`config.mk`:
```
export PLATFORM = sky130hd
export DESIGN_NAME = wp_rule_eval
export DESIGN_NICKNAME = d
export VERILOG_FILES = /design/src/rtl/wp_chk_pkg.sv /design/src/rtl/wp_rule_eval.sv
export SDC_FILE = /design/constraint.sdc
export NUM_CORES = 1
export LEC_CHECK = 0
export BUFFER_PORTS_ARGS = -buffer_cell sky130_fd_sc_hd__buf_4
export CORE_UTILIZATION = 19
export DETAILED_ROUTE_END_ITERATION = 8
export MAX_ROUTING_LAYER = met4
export PLACE_DENSITY = 0.84
export SETUP_SLACK_MARGIN = 0.5
export SLEW_MARGIN = 10
export SYNTH_ARGS = -nofsm -noshare
export SYNTH_HDL_FRONTEND = slang
export SYNTH_SLANG_ARGS = --single-unit
```
`constraint.sdc`:
```
create_clock -name vclk -period 0.8
set_input_delay 0.08 -clock vclk [all_inputs]
set_output_delay 0.08 -clock vclk [all_outputs]
set_load 0.1 [all_outputs]
```
`src/rtl/wp_chk_pkg.sv`:
```
package wp_chk_pkg;
  localparam logic [2:0] K_DBR   = 3'b000;
  localparam logic [2:0] K_IBR   = 3'b001;
  localparam logic [2:0] K_EXC   = 3'b010;
  localparam logic [2:0] K_BAR   = 3'b011;
  localparam logic [2:0] K_DENT  = 3'b100;
  localparam logic [2:0] K_DEXIT = 3'b101;
  localparam logic [3:0] EXC_RST = 4'b1000;

  localparam int NRULE   = 9;
  localparam int E_KIND  = 0;
  localparam int E_LINK  = 1;
  localparam int E_TAKEN = 2;
  localparam int E_TGTZ  = 3;
  localparam int E_ALIGN = 4;
  localparam int E_PSTB  = 5;
  localparam int E_PREP  = 6;
  localparam int E_PAIR  = 7;
  localparam int E_RSRC  = 8;

  typedef logic [NRULE-1:0] rule_vec_t;
endpackage

```
`src/rtl/wp_rule_eval.sv`:
```
module wp_rule_eval
  import wp_chk_pkg::*;
#(
  parameter int AW = 32
) (
  input  logic          valid_i,
  input  logic [2:0]    kind_i,
  input  logic          link_i,
  input  logic          taken_i,
  input  logic [AW-1:0] tgt_pc_i,
  input  logic          tgt_t_i,
  input  logic          tgt_j_i,
  input  logic          prohib_i,
  input  logic [3:0]    exc_code_i,
  input  logic [AW-1:0] src_pc_i,
  input  logic          in_dbg_i,
  input  logic          prohib_st_i,
  output rule_vec_t     viol_o
);
  logic is_br, is_entry, is_exit;

  assign is_br    = (kind_i[2:1] == 2'b00);
  assign is_entry = (kind_i == K_DENT) && !prohib_i;
  assign is_exit  = (kind_i == K_DEXIT);

  always_comb begin
    viol_o = '0;
    if (valid_i) begin
      viol_o[E_KIND]  = (kind_i[2:1] == 2'b11);
      viol_o[E_LINK]  = link_i && !is_br;
      viol_o[E_TAKEN] = !taken_i && !is_br;
      viol_o[E_TGTZ]  = (kind_i == K_DENT) && (tgt_pc_i != '0);
      viol_o[E_ALIGN] = (!tgt_t_i && tgt_pc_i[1]) || (!tgt_j_i && tgt_pc_i[0]);
      viol_o[E_PSTB]  = prohib_i && (tgt_t_i || tgt_j_i);
      viol_o[E_PREP]  = prohib_i && prohib_st_i;
      viol_o[E_PAIR]  = (is_entry && in_dbg_i) || (is_exit && !in_dbg_i);
      viol_o[E_RSRC]  = (kind_i == K_EXC) && (exc_code_i == EXC_RST) && (src_pc_i != '0);
    end
  end
endmodule

```
==> run_results.csv, run 1 <==
group,metric,value,unit
logic_synthesis,synth_compound_area_share,14.09,%
place,placed_area,0.001125,mm^2
place,port_buffers,88,
logic_synthesis,syn-instance-count,40,
logic_synthesis,netlist_area,275.3,um^2
floorplan,die_w,40.06,um
outcome,error_line,"[ERROR DPL-0038] Utilization greater than 100%, impossible to legalize",
logic_synthesis,synth_top_cell_by_area,"nor4_1",
logic_synthesis,synth_top_family_by_area,"simple AND/OR/NAND/NOR gates",
logic_synthesis,ys_types,16,
place,gp_congestion,0.7131,
floorplan,pin_count,88,
floorplan,start_util,20.89,%
logic_synthesis,synthTopCellsByArea,"nor4_1 27%, nor4_2 18%, nand4_1 9.1%, o211a_1 7.3%, and3_1 4.5%",
logic_synthesis,synthAdderAreaFrac,0,%
clocking,ctsHoldBuffers,0,
logic_synthesis,yosysWarnings,0,
logic_synthesis,syn-num-nets,119,
outcome,status,"did not finish",
logic_synthesis,muxShareOfSynthArea,3.636,%
logic_synthesis,synth-seq-area-share,0,%
clocking,cts_setup_buffers,1,
outcome,stop_stage,"4_1_cts",
place,hpwl,1653,um
place,post-place-ws,-0.4249,ns
floorplan,die_h,40.06,um
logic_synthesis,synthSimpleGateAreaFrac,78.18,%
floorplan,floorplan.rows,13,
logic_synthesis,synth_xor_xnor_area_share,0,%
logic_synthesis,synth.top_cell.area_share,27.27,%
clocking,cts_resized,67,
logic_synthesis,synth_area_per_cell,6.882,um^2
synthesized netlist by cell type (all sizes together):
cell type,count
nand2,1
nor2,3
o211a,2
nor4b,1
and2,1
nor3,2
o21a,1
and3,2
nand4,4
mux2i,1
inv,3
o22ai,1
nor4,16
and4bb,1
o21ai,1
metrics by stage:
step                setup TNS [ns]  std cells
floorplan                  -0.4667         40
global placement            -1.233        148
detailed placement          -1.341        148
cells by family after synthesis:
| group | Yosys count |
|---|---|
| AO/OA/AOI/OAI | 5 |
| multiplexers | 1 |
| buffers and inverters | 3 |
| AND/OR/NAND/NOR | 31 |
==> run 2, diff against run 1 <==
--- a/config.mk
+++ b/config.mk
@@ -6,11 +6,10 @@
 export NUM_CORES = 1
 export LEC_CHECK = 0
 export BUFFER_PORTS_ARGS = -buffer_cell sky130_fd_sc_hd__buf_4
-export CORE_UTILIZATION = 19
+export CORE_AREA = 2 2 63 65
 export DETAILED_ROUTE_END_ITERATION = 8
-export MAX_ROUTING_LAYER = met4
-export PLACE_DENSITY = 0.84
-export SETUP_SLACK_MARGIN = 0.5
+export DIE_AREA = 0 0 65 67
+export PLACE_DENSITY_LB_ADDON = 0.15
 export SLEW_MARGIN = 10
 export SYNTH_ARGS = -nofsm -noshare
 export SYNTH_HDL_FRONTEND = slang
==> run 2 against run 1 <==
  * The flow now finishes, with violations (setup timing)
  * Synthesized area is the same
  * Synthesized cell count stayed put
==> run_results.csv, run 2 <==
group,metric,value,unit
final_layout,final_nets,217,
logic_synthesis,synth_top_cell_by_area,"nor4_1",
logic_synthesis,synthTopCellsByArea,"nor4_1 27%, nor4_2 18%, nand4_1 9.1%, o211a_1 7.3%, and3_1 4.5%",
power_and_ir_drop,p_switching,347.4,uW
logic_synthesis,synth_area_per_cell,6.882,um^2
worst_setup_path,timing.critical_path.buf_inv,2,
worst_setup_path,cp.arrival,1.04,ns
worst_setup_path,cp-end-kind,"output port",
worst_setup_path,cp_max_fo,1,
global_route,grt_usage,8.949,%
final_layout,seq_area,0,um^2
floorplan,start_util,7.634,%
worst_setup_path,cp_top_family,"simple AND/OR/NAND/NOR gates",
outcome,failed_checks,"setup timing",
drt,drtPass1Iterations,2,
final_layout,drive_gt1_share,92.65,%
power_and_ir_drop,clkPwrFrac,0,%
logic_synthesis,syn-instance-count,40,
final_layout,utilization,42.09,%
place,gp_congestion,0.6269,
min_path,hold_class,"in2out",
logic_synthesis,yosysWarnings,0,
floorplan,die_area,0.004355,mm^2
sta,timing.fmax,0.8965,GHz
sta,fin_setup_tns,-0.6661,ns
drt,post_drt_via_cell_ratio,4.185,
drt,detailedRoute.firstIterationViolations,4,
floorplan,die_w,65,um
logic_synthesis,netlist_top_cells_count,"12 x nor4_1, 4 x nand4_1, 4 x nor4_2",
power_and_ir_drop,p_per_area,521.0,mW/mm^2
sta,period_share,139.4,%
sta,setup_viol,3,
place,port_buffers,88,
power_and_ir_drop,switching_share,43.93,%
sta,hold_viol_final,0,
floorplan,floorplan.rows,22,
floorplan,pin_count,88,
power_and_ir_drop,p_comb_share,100.0,%
floorplan,fp.coreArea,0.003606,mm^2
clocking,cts_setup_buffers,0,
drt,vias,770,
logic_synthesis,synth-seq-area-share,0,%
power_and_ir_drop,cellInternalPower,443.3,uW
logic_synthesis,netlist_area,275.3,um^2
global_route,antenna_found_initial,0,
drt,wl,2236,um
final_layout,final_cell_area,0.001518,mm^2
global_route,grt_pass1_vias,796,
min_path,min_path_cells,3,
worst_setup_path,crit_path_max_incr_delay,0.28,ns
global_route,grt_remaining_overflow,0,
min_path,min_from,"taken_i",
min_path,whs_endpoint,"viol_o[2]",
power_and_ir_drop,total_leakage_power,0.6377,nW
worst_setup_path,crit_type,"in2out",
place,hpwl,1850,um
flow_run,drv_cap,0,
sta,drv_slew,0,
final_layout,mostFrequentLayoutCell,"buf_4",
final_layout,layout_common_cells,"65 x buf_4, 22 x buf_6, 13 x nor4_4",
final_layout,n_sequential_cell,0,
global_route,grt_pass1_wl,3243,um
logic_synthesis,synth.top_cell.area_share,27.27,%
sta,min_period,1.115,ns
worst_setup_path,cp.required,0.72,ns
final_layout,area_delta_synth_final,451.4,%
drt,wl_per_cell,12.15,um
drt,postRouteAntennaNets,0,
logic_synthesis,ys_types,16,
clocking,ctsHoldBuffers,0,
sta,rsz0062_at_grt,"true",
place,placed_area,0.001165,mm^2
worst_setup_path,path_cells,"buf_4 -> nor4_4 -> nand4_1 -> o211a_4 -> buf_12",
drt,drc,0,
worst_setup_path,start_kind,"input port",
final_layout,n_antenna_cell,0,
global_route,grt_max_degree,6,
floorplan,die_h,67,um
outcome,status,"finished, violations left",
worst_setup_path,crit_path_top_delay_cell,"o211a_4",
power_and_ir_drop,seq_power_share,0,%
final_layout,clkbuf_count,0,
sta,slew_headroom,79.55,%
logic_synthesis,syn-num-nets,119,
logic_synthesis,synth.most_common_cell,"nor4_1",
sta,setup_ws,-0.3154,ns
power_and_ir_drop,peakVddDrop,0.1999,mV
sta,worst_slew_pin_slew,0.3044,ns
## run 2: area by class of cell
cell class                      instances  area (um^2)
Fill cell                             348         2088
Multi-Input combinational cell         37        535.5
Tap cell                               48        60.06
Inverter                                3        11.26
Timing Repair Buffer                   96        910.9
## run 2: cell families (layout without fill, tap and decap cells)
logic type / Yosys count / after routing / synth area share, %
AND/OR/NAND/NOR: 31 / 31 / 78.18
AO/OA/AOI/OAI: 5 / 5 / 14.09
buffers and inverters: 3 / 99 / 4.091
multiplexers: 1 / 1 / 3.637
## run 2: power by group through the flow
| stage | sequential, mW | clock (mW) | combinational [mW] |
|---|---|---|---|
| after floorplan | 0 | 0 | 0.205 |
| after global placement | 0 | 0 | 0.602 |
| after detailed placement | 0 | 0 | 0.612 |
| after CTS | 0 | 0 | 0.747 |
| after global routing | 0 | 0 | 0.831 |
| final | 0 | 0 | 0.791 |
## run 2: worst min-delay path: stages
cell    delay, ns
buf_4        0.09
nor2_4       0.04
buf_12       0.15
## run 2: worst max-delay path by stage
stage                      start         to  slack (ns)  depth (start not counted)
finish              src_pc_i[16]  viol_o[8]       -0.32                          5
global route        src_pc_i[16]  viol_o[8]       -0.35                          5
CTS                 src_pc_i[14]  viol_o[8]       -0.34                          5
detailed placement   src_pc_i[5]  viol_o[8]       -0.43                          5
global placement     src_pc_i[5]  viol_o[8]       -0.42                          5
floorplan               prohib_i  viol_o[7]       -0.29                          3
## run 2: layer usage
metal / up-vias / wire, um / part of all wire (%) / track usage [%]
met4: 0 / 0 / 0 / 0.5319
met3: 0 / 370 / 17 / 2.534
met5: - / 0 / 0 / 0
met2: 67 / 1137 / 51 / 18.17
li1: 368 / - / - / -
met1: 335 / 728 / 33 / 9.400
## run 2: timing repair
item                       4_1_cts  5_1_grt
gates resized for setup         56       17
setup endpoints to repair        9        8
pin swaps                       16       10
## run 2: stage by stage
stage               cells  total power, mW  hold WS (ns)  setup slack [ns]
global placement      184           0.6020        0.5003           -0.4174
finish                184           0.7907        0.4424           -0.3154
detailed placement    184           0.6125        0.5050           -0.4251
CTS                   184           0.7467        0.4513           -0.3382
global route          184           0.8314        0.4478           -0.3485
floorplan              40           0.2053        0.2619           -0.2933
Note: power is estimated with default switching activity, not from simulation.
==> run 3, diff against run 2 <==
--- a/config.mk
+++ b/config.mk
@@ -9,7 +9,7 @@
 export CORE_AREA = 2 2 63 65
 export DETAILED_ROUTE_END_ITERATION = 8
 export DIE_AREA = 0 0 65 67
-export PLACE_DENSITY_LB_ADDON = 0.15
+export PLACE_DENSITY = 0.47
 export SLEW_MARGIN = 10
 export SYNTH_ARGS = -nofsm -noshare
 export SYNTH_HDL_FRONTEND = slang
==> run 3 against run 2 <==
  * The flow still finishes with violations (setup timing)
  * Maximum frequency rose by 0.15%
  * Via count fell by 1.3%
  * Non-clock buffer count down 1
  * Critical path type unchanged
  * Highest routed layer is now met4
==> run_results.csv, run 3 (synthesis results as in run 2) <==
group,metric,value,unit
sta,fin_setup_tns,-0.7071,ns
global_route,grt_pass1_vias,827,
sta,timing.fmax,0.8979,GHz
power_and_ir_drop,peakVddDrop,0.1414,mV
final_layout,seq_area,0,um^2
drt,post_drt_via_cell_ratio,4.153,
final_layout,layout_common_cells,"58 x buf_4, 27 x buf_6, 16 x nor4_4",
final_layout,drive_gt1_share,93.33,%
floorplan,die_h,67,um
place,hpwl,1832,um
worst_setup_path,cp.required,0.72,ns
drt,postRouteAntennaNets,0,
sta,setup_ws,-0.3138,ns
power_and_ir_drop,clkPwrFrac,0,%
power_and_ir_drop,p_switching,359.6,uW
final_layout,clkbuf_count,0,
sta,min_period,1.114,ns
drt,drtPass1Iterations,2,
min_path,hold_class,"in2out",
global_route,grt_remaining_overflow,0,
global_route,grt_usage,9.627,%
final_layout,area_delta_synth_final,469.5,%
outcome,status,"finished, violations left",
place,gp_congestion,0.6359,
outcome,failed_checks,"setup timing",
sta,hold_viol_final,0,
clocking,ctsHoldBuffers,0,
power_and_ir_drop,seq_power_share,0,%
sta,period_share,139.2,%
power_and_ir_drop,cellInternalPower,459.6,uW
global_route,grt_pass1_wl,3332,um
sta,slew_headroom,78.56,%
floorplan,fp.coreArea,0.003606,mm^2
drt,vias,760,
flow_run,drv_cap,0,
sta,rsz0062_at_grt,"true",
worst_setup_path,cp-end-kind,"output port",
drt,drc,0,
drt,wl_per_cell,13.03,um
worst_setup_path,cp_max_fo,1,
place,port_buffers,88,
power_and_ir_drop,switching_share,43.90,%
final_layout,final_nets,216,
sta,setup_viol,5,
sta,drv_slew,0,
drt,wl,2384,um
worst_setup_path,crit_type,"in2out",
place,post-place-ws,-0.4501,ns
floorplan,die_area,0.004355,mm^2
power_and_ir_drop,p_per_area,522.5,mW/mm^2
final_layout,mostFrequentLayoutCell,"buf_4",
power_and_ir_drop,p_comb_share,100.0,%
floorplan,pin_count,88,
floorplan,start_util,7.634,%
worst_setup_path,cp.arrival,1.03,ns
power_and_ir_drop,power,819.2,uW
power_and_ir_drop,total_leakage_power,0.6378,nW
drt,detailedRoute.firstIterationViolations,11,
final_layout,nFillCells,359,
global_route,antenna_found_initial,0,
worst_setup_path,start_kind,"input port",
final_layout,n_antenna_cell,0,
floorplan,floorplan.rows,22,
final_layout,n_sequential_cell,0,
sta,worst_slew_pin_slew,0.3172,ns
global_route,grt_max_degree,6,
floorplan,die_w,65,um
-- run 3: cell types whose count changed in the layout (fill, tap and decap cells not counted), moves of 3 or more --
cell    change
buf_4       -7
buf_6       +5
nor4_2      -3
nor4_4      +3
-- run 3: layout make-up --
| type | instances | area, um^2 | area share (%) |
|---|---|---|---|
| well taps | 48 | 60.06 | 3.831 |
| inverters | 3 | 11.26 | 0.7183 |
| multi-input cells | 37 | 561.8 | 35.83 |
| repair buffers | 95 | 934.6 | 59.62 |
-- run 3: timing repair --
action | CTS | global route
setup buffers | 0 | 0
setup endpoints to repair | 9 | 7
gates resized for setup | 56 | 29
pin swaps | 14 | 18
-- run 3: path summary, 6_finish.rpt --
| kind | startpoint | end | depth (start not counted) |
|---|---|---|---|
| worst max-delay path | src_pc_i[14] | viol_o[8] | 5 |
| worst min-delay path | taken_i | viol_o[2] | 3 |
-- run 3: metrics by stage --
step	cell area [um^2]	instances	hold WS, ns	util [%]
2_1_floorplan	384.1	40	0.2619	-
3_3_place_gp	1157	183	0.5013	32.10
3_5_place_dp	1157	183	0.5017	32.10
4_1_cts	1415	183	0.4423	39.24
5_1_grt	1568	183	0.4501	43.48
6_report	1568	183	0.4408	43.48
-- run 3: per-layer routing --
layer | part of all wire, % | global-route usage (%) | up-vias
li1 | - | - | 364
met1 | 30 | 9.009 | 341
met2 | 59 | 20.36 | 51
met3 | 9.4 | 1.858 | 4
met4 | 1.8 | 3.191 | 0
met5 | 0 | 0 | -
-- run 3: power by group through the flow --
stage,clock [mW],sequential (mW),combinational (mW)
floorplan,0,0,0.205
global placement,0,0,0.596
detailed placement,0,0,0.607
CTS,0,0,0.727
global route,0,0,0.858
finish,0,0,0.819
-- run 3: worst max-delay path, cell delays in order --
cell,delay [ns]
buf_6,0.09
nor4_4,0.26
nand4_1,0.16
o211a_4,0.27
buf_12,0.16
